## config.mk

```make
export PLATFORM = sky130hd
export DESIGN_NAME = i2c_bus_watch
export DESIGN_NICKNAME = d
export VERILOG_FILES = /design/src/rtl/i2c_mon_pkg.sv /design/src/rtl/i2c_bus_cond.sv /design/src/rtl/i2c_bit_shift.sv /design/src/rtl/i2c_mon_hold.sv /design/src/rtl/i2c_bus_watch.sv
export SDC_FILE = /design/constraint.sdc
export NUM_CORES = 1
export LEC_CHECK = 0
export ABC_AREA = 1
export BUFFER_PORTS_ARGS = -buffer_cell sky130_fd_sc_hd__buf_2
export CORE_AREA = 3 3 57 59
export CTS_CLUSTER_DIAMETER = 150
export DETAILED_ROUTE_END_ITERATION = 12
export DIE_AREA = 0 0 60 62
export PLACE_DENSITY = 0.71
export SYNTH_ARGS = -nofsm -noshare
export SYNTH_HDL_FRONTEND = slang
export SYNTH_HIERARCHICAL = 1
export SYNTH_SLANG_ARGS = --single-unit
```

## constraint.sdc

```tcl
create_clock -name clk -period 1.3 [get_ports clk]
set_input_delay 0.26 -clock clk [delete_from_list [all_inputs] [get_ports clk]]
set_output_delay 0.26 -clock clk [all_outputs]
set_load 0.005 [all_outputs]
```

## src/rtl/i2c_mon_pkg.sv

```systemverilog
package i2c_mon_pkg;
  // One-cycle bus events decoded from the sampled SCL/SDA pair
  typedef struct packed {
    logic start;
    logic stop;
    logic scl_rise;
  } bus_evt_t;
endpackage

```

## src/rtl/i2c_bus_cond.sv

```systemverilog
module i2c_bus_cond
  import i2c_mon_pkg::*;
(
  input  logic     clk,
  input  logic     rst,
  input  logic     scl_i,
  input  logic     sda_i,
  input  logic     clr_idle,
  input  logic     idle_irq_en,
  output bus_evt_t evt,
  output logic     active,
  output logic     idle_flag,
  output logic     idle_irq
);
  logic scl_q, sda_q;
  logic active_n, idle_n;

  always_ff @(posedge clk) begin
    if (rst) begin
      scl_q <= 1'b1;
      sda_q <= 1'b1;
    end else begin
      scl_q <= scl_i;
      sda_q <= sda_i;
    end
  end

  always_comb begin
    evt.start    = scl_q & scl_i & sda_q & ~sda_i;
    evt.stop     = scl_q & scl_i & ~sda_q & sda_i;
    evt.scl_rise = ~scl_q & scl_i;
  end

  always_comb begin
    active_n = active;
    if (evt.start)     active_n = 1'b1;
    else if (evt.stop) active_n = 1'b0;
    // a new idle event takes priority over a clear in the same cycle
    idle_n = idle_flag;
    if (active & evt.stop) idle_n = 1'b1;
    else if (clr_idle)     idle_n = 1'b0;
  end

  always_ff @(posedge clk) begin
    if (rst) begin
      active    <= 1'b0;
      idle_flag <= 1'b0;
      idle_irq  <= 1'b0;
    end else begin
      active    <= active_n;
      idle_flag <= idle_n;
      idle_irq  <= idle_n & idle_irq_en;
    end
  end
endmodule

```

## src/rtl/i2c_bit_shift.sv

```systemverilog
module i2c_bit_shift
  import i2c_mon_pkg::*;
#(
  parameter int DW = 8
) (
  input  logic          clk,
  input  logic          rst,
  input  bus_evt_t      evt,
  input  logic          active,
  input  logic          sda_i,
  output logic [DW-1:0] byte_q,
  output logic          done,
  output logic          ack
);
  localparam int            CW   = $clog2(DW + 1);
  localparam logic [CW-1:0] LAST = CW'(DW - 1);
  localparam logic [CW-1:0] FULL = CW'(DW);

  logic [CW-1:0] cnt;

  always_ff @(posedge clk) begin
    if (rst) begin
      cnt    <= '0;
      byte_q <= '0;
      done   <= 1'b0;
      ack    <= 1'b1;
    end else begin
      done <= 1'b0;
      if (evt.start || evt.stop) begin
        cnt <= '0;
      end else if (evt.scl_rise && active) begin
        if (cnt == FULL) begin
          ack <= sda_i;
          cnt <= '0;
        end else begin
          byte_q <= {byte_q[DW-2:0], sda_i};
          cnt    <= cnt + 1'b1;
          if (cnt == LAST) done <= 1'b1;
        end
      end
    end
  end
endmodule

```

## src/rtl/i2c_mon_hold.sv

```systemverilog
module i2c_mon_hold #(
  parameter int DW = 8
) (
  input  logic          clk,
  input  logic          rst,
  input  logic          done,
  input  logic [DW-1:0] byte_in,
  input  logic          rd_strobe,
  input  logic          clr_ovf,
  input  logic          stretch_en,
  input  logic          scl_i,
  output logic [DW-1:0] rx_byte,
  output logic          data_rdy,
  output logic          ovf_flag,
  output logic          scl_hold
);
  logic rdy_n, ovf_n, hold_n;

  always_comb begin
    rdy_n = data_rdy;
    if (done)           rdy_n = 1'b1;
    else if (rd_strobe) rdy_n = 1'b0;
    ovf_n = ovf_flag;
    if (done && data_rdy && !rd_strobe && !stretch_en) ovf_n = 1'b1;
    else if (clr_ovf)                                  ovf_n = 1'b0;
    // only start pulling once SCL is already low, then keep it
    hold_n = stretch_en & rdy_n & (scl_hold | ~scl_i);
  end

  always_ff @(posedge clk) begin
    if (rst) begin
      rx_byte  <= '0;
      data_rdy <= 1'b0;
      ovf_flag <= 1'b0;
      scl_hold <= 1'b0;
    end else begin
      if (done) rx_byte <= byte_in;
      data_rdy <= rdy_n;
      ovf_flag <= ovf_n;
      scl_hold <= hold_n;
    end
  end
endmodule

```

## src/rtl/i2c_bus_watch.sv

```systemverilog
module i2c_bus_watch
  import i2c_mon_pkg::*;
#(
  parameter int DW = 8
) (
  input  logic          clk,
  input  logic          rst,
  input  logic          scl_i,
  input  logic          sda_i,
  input  logic          rd_strobe,
  input  logic          clr_ovf,
  input  logic          clr_idle,
  input  logic          stretch_en,
  input  logic          idle_irq_en,
  output logic [DW-1:0] rx_byte,
  output logic          rx_ack,
  output logic          data_rdy,
  output logic          ovf_flag,
  output logic          bus_active,
  output logic          idle_flag,
  output logic          idle_irq,
  output logic          scl_hold
);
  bus_evt_t      evt;
  logic [DW-1:0] shift_byte;
  logic          byte_done;

  i2c_bus_cond u_cond (
    .clk(clk), .rst(rst), .scl_i(scl_i), .sda_i(sda_i),
    .clr_idle(clr_idle), .idle_irq_en(idle_irq_en),
    .evt(evt), .active(bus_active), .idle_flag(idle_flag), .idle_irq(idle_irq)
  );

  i2c_bit_shift #(.DW(DW)) u_shift (
    .clk(clk), .rst(rst), .evt(evt), .active(bus_active), .sda_i(sda_i),
    .byte_q(shift_byte), .done(byte_done), .ack(rx_ack)
  );

  i2c_mon_hold #(.DW(DW)) u_hold (
    .clk(clk), .rst(rst), .done(byte_done), .byte_in(shift_byte),
    .rd_strobe(rd_strobe), .clr_ovf(clr_ovf), .stretch_en(stretch_en),
    .scl_i(scl_i), .rx_byte(rx_byte), .data_rdy(data_rdy),
    .ovf_flag(ovf_flag), .scl_hold(scl_hold)
  );
endmodule

```

==> results of run 1 <==
==> synth_stat cells <==
library cell and count:
inv_1 27, nand3_2 2, nand2_1 27, nor3_1 1
ha_1 2, buf_4 1, inv_2 1, o21ai_2 1
o21bai_2 1, a21oi_1 2, a211oi_1 1, xor2_1 1
nor2_8 2, nor2_1 33, a21oi_2 1, o21ai_0 11
nor2_2 11, dfxtp_1 30, nand3_1 13, nand2_4 2
buf_2 1, inv_4 1, clkinv_4 1, nor2_4 2
==> path summary, 6_finish.rpt <==
check                     from                 to  slack [ns]  cells past startpoint
setup / recovery  u_cond/scl_q  u_shift/byte_q[1]        0.04                     10
hold reg to reg    u_shift/ack        u_shift/ack        0.48                      2
hold / removal     idle_irq_en    u_cond/idle_irq        0.16                      3
setup reg to reg  u_cond/scl_q  u_shift/byte_q[1]        0.04                     10
==> worst max-delay path, cell delays in order (launching register included) <==
cell,delay (ns)
dfxtp_2,0.33
nand2_1,0.07
inv_2,0.05
nand2_1,0.10
inv_2,0.07
inv_1,0.07
nand2_2,0.08
nor2_2,0.19
nand3_1,0.09
nand2_1,0.07
nor2_1,0.04
==> where the power goes <==
part / switching [mW] / internal, mW / total, mW
sequential: 0.00986 / 0.928 / 0.938
combinational: 0.0622 / 0.0432 / 0.105
clock: 0.323 / 0.194 / 0.517
==> cells by family after synthesis <==
group / after synthesis / share of synthesized area (%)
xor+xnor: 1 / 0.655
fa+ha+maj: 2 / 1.87
flops: 30 / 44.9
simple gates: 93 / 35.1
compound gates: 17 / 7.58
buf+inv: 32 / 9.92
==> metal layers <==
metal,global-route usage (%),vias up,part of all wire (%)
met1,17.1,531,42
met5,0,-,0
li1,-,610,-
met4,8.86,0,2.3
met2,26.9,32,50
met3,5.79,8,5.0
==> timing repair <==
action / in CTS / in global routing
endpoints found under the setup margin: 0 / 9
hold endpoints to repair: 0 / 0
resized for setup: 0 / 10
==> through the flow <==
step                TNS, ns  cell area (um2)  utilization [%]
floorplan                 0             1340                -
global placement          0             1520             55.0
detailed placement   -0.298             1520             55.0
CTS                       0             1560             56.7
global route        -0.0523             1590             57.8
finish                    0             1590             57.8
==> final cells by class <==
| cell class | count | area, um2 |
|---|---|---|
| fill | 265 | 1160 |
| multi-input combinational | 114 | 631 |
| sequential | 30 | 604 |
| timing repair buffer | 28 | 153 |
| inverter | 30 | 120 |
| tap | 31 | 38.8 |
| clock buffer | 5 | 37.5 |
| clock inverter | 2 | 10.0 |
==> flow_summary.json, run 1 <==
{
  "fp-row-count": 19,
  "path_max_fanout": 4,
  "min_period_ns": 1.26,
  "dp.cells": 232,
  "die-area_mm2": 0.00372,
  "synth_warnings": 6,
  "crit_arrival_ns": 1.49,
  "synthTopCellsByArea": "dfxtp_1 (45%), nor2_1 (9.3%), inv_1 (7.6%), nand2_1 (7.6%), nor2_2 (5.1%)",
  "clockBufferDepth": 2,
  "routed_via_density": 4.92,
  "hold_viol": 0,
  "largestRegisters": "u_hold/rx_byte x8, u_shift/byte_q x8, u_shift/cnt x4",
  "yosysSeqAreaShare_pct": 44.9,
  "remaining_drc_errors": 0,
  "relSlewSlack_pct": 79.7,
  "max_freq_mhz": 797,
  "syn_inst": 175,
  "hold_path_class": "in -> reg",
  "p_total_mw": 1.56,
  "drtAntennaViolNets": 0,
  "ys_ff_latch": 30,
  "nets": 220,
  "setup_viol": 0,
  "io_buffers": 23,
  "drv_slew": 0,
  "grt_max_degree": 11,
  "die_x_um": 60,
  "gp_congestion": 0.789,
  "ir_worst_vdd_uv": 864,
  "postCtsSetupBuffers": 0,
  "synth_top_area_share_pct": 44.9,
  "clock_sinks": 30,
  "dp_hpwl_mm": 1.96,
  "track_usage_pct": 15.8,
  "n_antenna_cell": 0,
  "antenna_found_initial": 0,
  "start_util_pct": 48.5,
  "whs_ns": 0.158,
  "final_cell_mix": "nor2_1 (32), dfxtp_1 (27), nand2_1 (26), inv_1 (25), buf_2 (23)",
  "post-place-ws_ns": -0.0463,
  "via_count": 1181,
  "synth_cell_type_count": 24,
  "areaGrowthSynthToFinish_pct": 19.2,
  "routed_wl_mm": 2.74,
  "drt-pass1-iter-count": 4,
  "p_leak_nw": 0.771,
  "wl_per_cell_um": 11.4,
  "yosysTopAreaCell": "dfxtp_1",
  "powerDensity_mw_per_mm2": 979,
  "overflow": 0,
  "grt_pass1_vias": 1034,
  "drt_iter0_drc": 33,
  "grt_first_pass_wirelength_mm": 4.31,
  "critical_path_class": "reg -> reg",
  "mappedNetlistArea_mm2": 0.00134,
  "finalCritPeriodShare_pct": 96.5,
  "path_clk_slew_ns": 0.10,
  "status": "complete, no violations",
  "stdcell_count": 240,
  "avgSynthCellArea_um2": 7.64,
  "layout_setup_ws_ns": 0.0449,
  "cts_root_buf": "clkbuf_4",
  "cp.required_ns": 1.53,
  "setup.worst_path.end_class": "flip-flop",
  "drv_cap": 0,
  "io-pin-count": 24,
  "synth_nets": 186,
  "tightest_slew_ns": 0.303,
  "cts_buffers": 5,
  "clk_latency_ns": 0.33,
  "cp-start-kind": "flip-flop",
  "htreeDepth": 2,
  "tritoncts": "built",
  "chipHeight_um": 62,
  "skew_ns": 0.0110,
  "fp.coreArea_mm2": 0.00276,
  "final_common_cell": "nor2_1",
  "drive_gt1_share_pct": 33.5,
  "hold_buffers": 0
}
Power figures use the tool's default switching activity.
==> run 2, diff against run 1 <==
--- a/config.mk
+++ b/config.mk
@@ -12,6 +12,7 @@
 export DETAILED_ROUTE_END_ITERATION = 12
 export DIE_AREA = 0 0 60 62
 export PLACE_DENSITY = 0.71
+export REMOVE_ABC_BUFFERS = 1
 export SYNTH_ARGS = -nofsm -noshare
 export SYNTH_HDL_FRONTEND = slang
 export SYNTH_HIERARCHICAL = 1
==> run 2 against run 1 <==
Against the previous run:
- worst hold slack better by 0.00096 ns
- first-iteration DRC count up 58%
- power up 2.8%
- sequential share of layout area down 0.59 points
- non-clock buffer count unchanged
- largest power group unchanged
==> flow_summary.json, run 2 (synthesized netlist as in run 1, its figures left out) <==
{
  "cp.required_ns": 1.56,
  "io-pin-count": 24,
  "p_seq_share_pct": 58.5,
  "tightest_slew_ns": 0.304,
  "cts_buffers": 5,
  "switching_share_pct": 23.1,
  "cts_root_buf": "clkbuf_4",
  "largestRegisters": "u_hold/rx_byte x8, u_shift/byte_q x8, u_shift/cnt x4",
  "track_usage_pct": 16.0,
  "drtAntennaViolNets": 0,
  "clock_sinks": 30,
  "ir_worst_vdd_uv": 803,
  "regArea_um2": 604,
  "drv_cap": 0,
  "fill_cells": 252,
  "clk_latency_ns": 0.32,
  "final_common_cell": "nor2_1",
  "p_total_mw": 1.60,
  "hold_buffers": 0,
  "skew_ns": 0.00680,
  "switching_power_mw": 0.371,
  "tritoncts": "built",
  "die_x_um": 60,
  "dp_hpwl_mm": 1.93,
  "fp-row-count": 19,
  "setup_viol": 0,
  "io_buffers": 23,
  "clockPowerShare_pct": 34.9,
  "final_cell_mix": "nor2_1 (32), dfxtp_1 (27), inv_1 (24), nand2_1 (24), buf_2 (23)",
  "intPower_mw": 1.23,
  "critical_path_class": "reg -> reg",
  "multiInputGateArea_um2": 643,
  "wl_per_cell_um": 10.6,
  "routed_wl_mm": 2.54,
  "finalCritPeriodShare_pct": 94.9,
  "crit_arrival_ns": 1.50,
  "powerDensity_mw_per_mm2": 991,
  "antenna_found_initial": 0,
  "htreeDepth": 2,
  "postCtsSetupBuffers": 0,
  "areaGrowthSynthToFinish_pct": 21.0,
  "p_leak_nw": 0.776,
  "path_max_fanout": 8,
  "grt_pass1_vias": 1096,
  "max_freq_mhz": 811,
  "hold_viol": 0,
  "setup.worst_path.end_class": "flip-flop",
  "routed_via_density": 4.71,
  "die-area_mm2": 0.00372,
  "relSlewSlack_pct": 79.7,
  "cp-start-kind": "flip-flop",
  "drt-pass1-iter-count": 4,
  "drive_gt1_share_pct": 34.3,
  "nets": 220,
  "grt_max_degree": 11,
  "status": "complete, no violations",
  "drv_slew": 0,
  "fp.coreArea_mm2": 0.00276,
  "whs_ns": 0.159,
  "min_period_ns": 1.23,
  "start_util_pct": 48.5,
  "via_count": 1136,
  "chipHeight_um": 62,
  "hold_path_class": "in -> reg",
  "overflow": 0,
  "path_clk_slew_ns": 0.09,
  "drt_iter0_drc": 52,
  "n_antenna_cell": 0,
  "p_comb_share_pct": 6.7,
  "clockBufferDepth": 2,
  "gp_congestion": 0.809,
  "grt_first_pass_wirelength_mm": 4.39,
  "remaining_drc_errors": 0
}
-- run 2: changes by cell type in the layout (fill, tap and decap cells not counted), sizes merged --
cell    delta
clkbuf     +2
clkinv     -1
-- run 2: cell type report --
cell class	count	area share [%]
clock buffer	7	3.40
timing repair buffer	28	9.43
sequential	30	37.3
inverter	30	7.42
tap	31	2.40
multi-input combinational	114	39.7
clock inverter	1	0.309
-- run 2: critical path, stage by stage, from the launching register on --
cell,delay [ns]
dfxtp_2,0.35
inv_1,0.06
ha_1,0.26
nand2_2,0.11
nor2_4,0.05
nor2_8,0.20
nor2_2,0.04
nor2_1,0.09
-- run 2: power by group through the flow --
stage               clock network, mW  logic [mW]  registers (mW)
floorplan                           0      0.0579           0.957
global placement                    0      0.0958           0.958
detailed placement                  0      0.0990           0.958
CTS                             0.584       0.101           0.937
global route                    0.620       0.120           0.940
finish                          0.559       0.107           0.938
-- run 2: per-layer routing --
layer  global-route usage, %  share of wire [%]  vias to the layer above
li1                        -                  -                      608
met3                    5.99                5.0                        9
met4                    8.23                2.8                        0
met2                    27.6                 51                       28
met5                       0                  0                        -
met1                    17.2                 41                      491
-- run 2: worst paths after layout --
kind                                     endpoint  cells after the start             from  slack, ns
worst min register to register    u_hold/ovf_flag                      2  u_hold/ovf_flag       0.49
worst min-delay path              u_cond/idle_irq                      3      idle_irq_en       0.16
worst max register to register  u_shift/byte_q[0]                      7   u_shift/cnt[0]       0.07
worst max-delay path            u_shift/byte_q[0]                      7   u_shift/cnt[0]       0.07
-- run 2: repair_timing --
| action | 4_1_cts | 5_1_grt |
|---|---|---|
| pin swaps | 2 | 2 |
| cloned | 1 | 0 |
| setup endpoints to repair | 8 | 12 |
| gates resized for setup | 1 | 13 |
-- run 2: per-stage QoR --
stage | utilization, % | instance area [um2] | instances | setup TNS [ns] | setup slack, ns
floorplan | - | 1330 | 173 | 0 | 0.165
global placement | 55.0 | 1520 | 232 | -0.00201 | -0.00201
detailed placement | 55.0 | 1520 | 232 | -0.603 | -0.0841
CTS | 57.4 | 1580 | 241 | 0 | 0.000391
global route | 58.7 | 1620 | 241 | -0.00287 | -0.00287
finish | 58.7 | 1620 | 241 | 0 | 0.0669
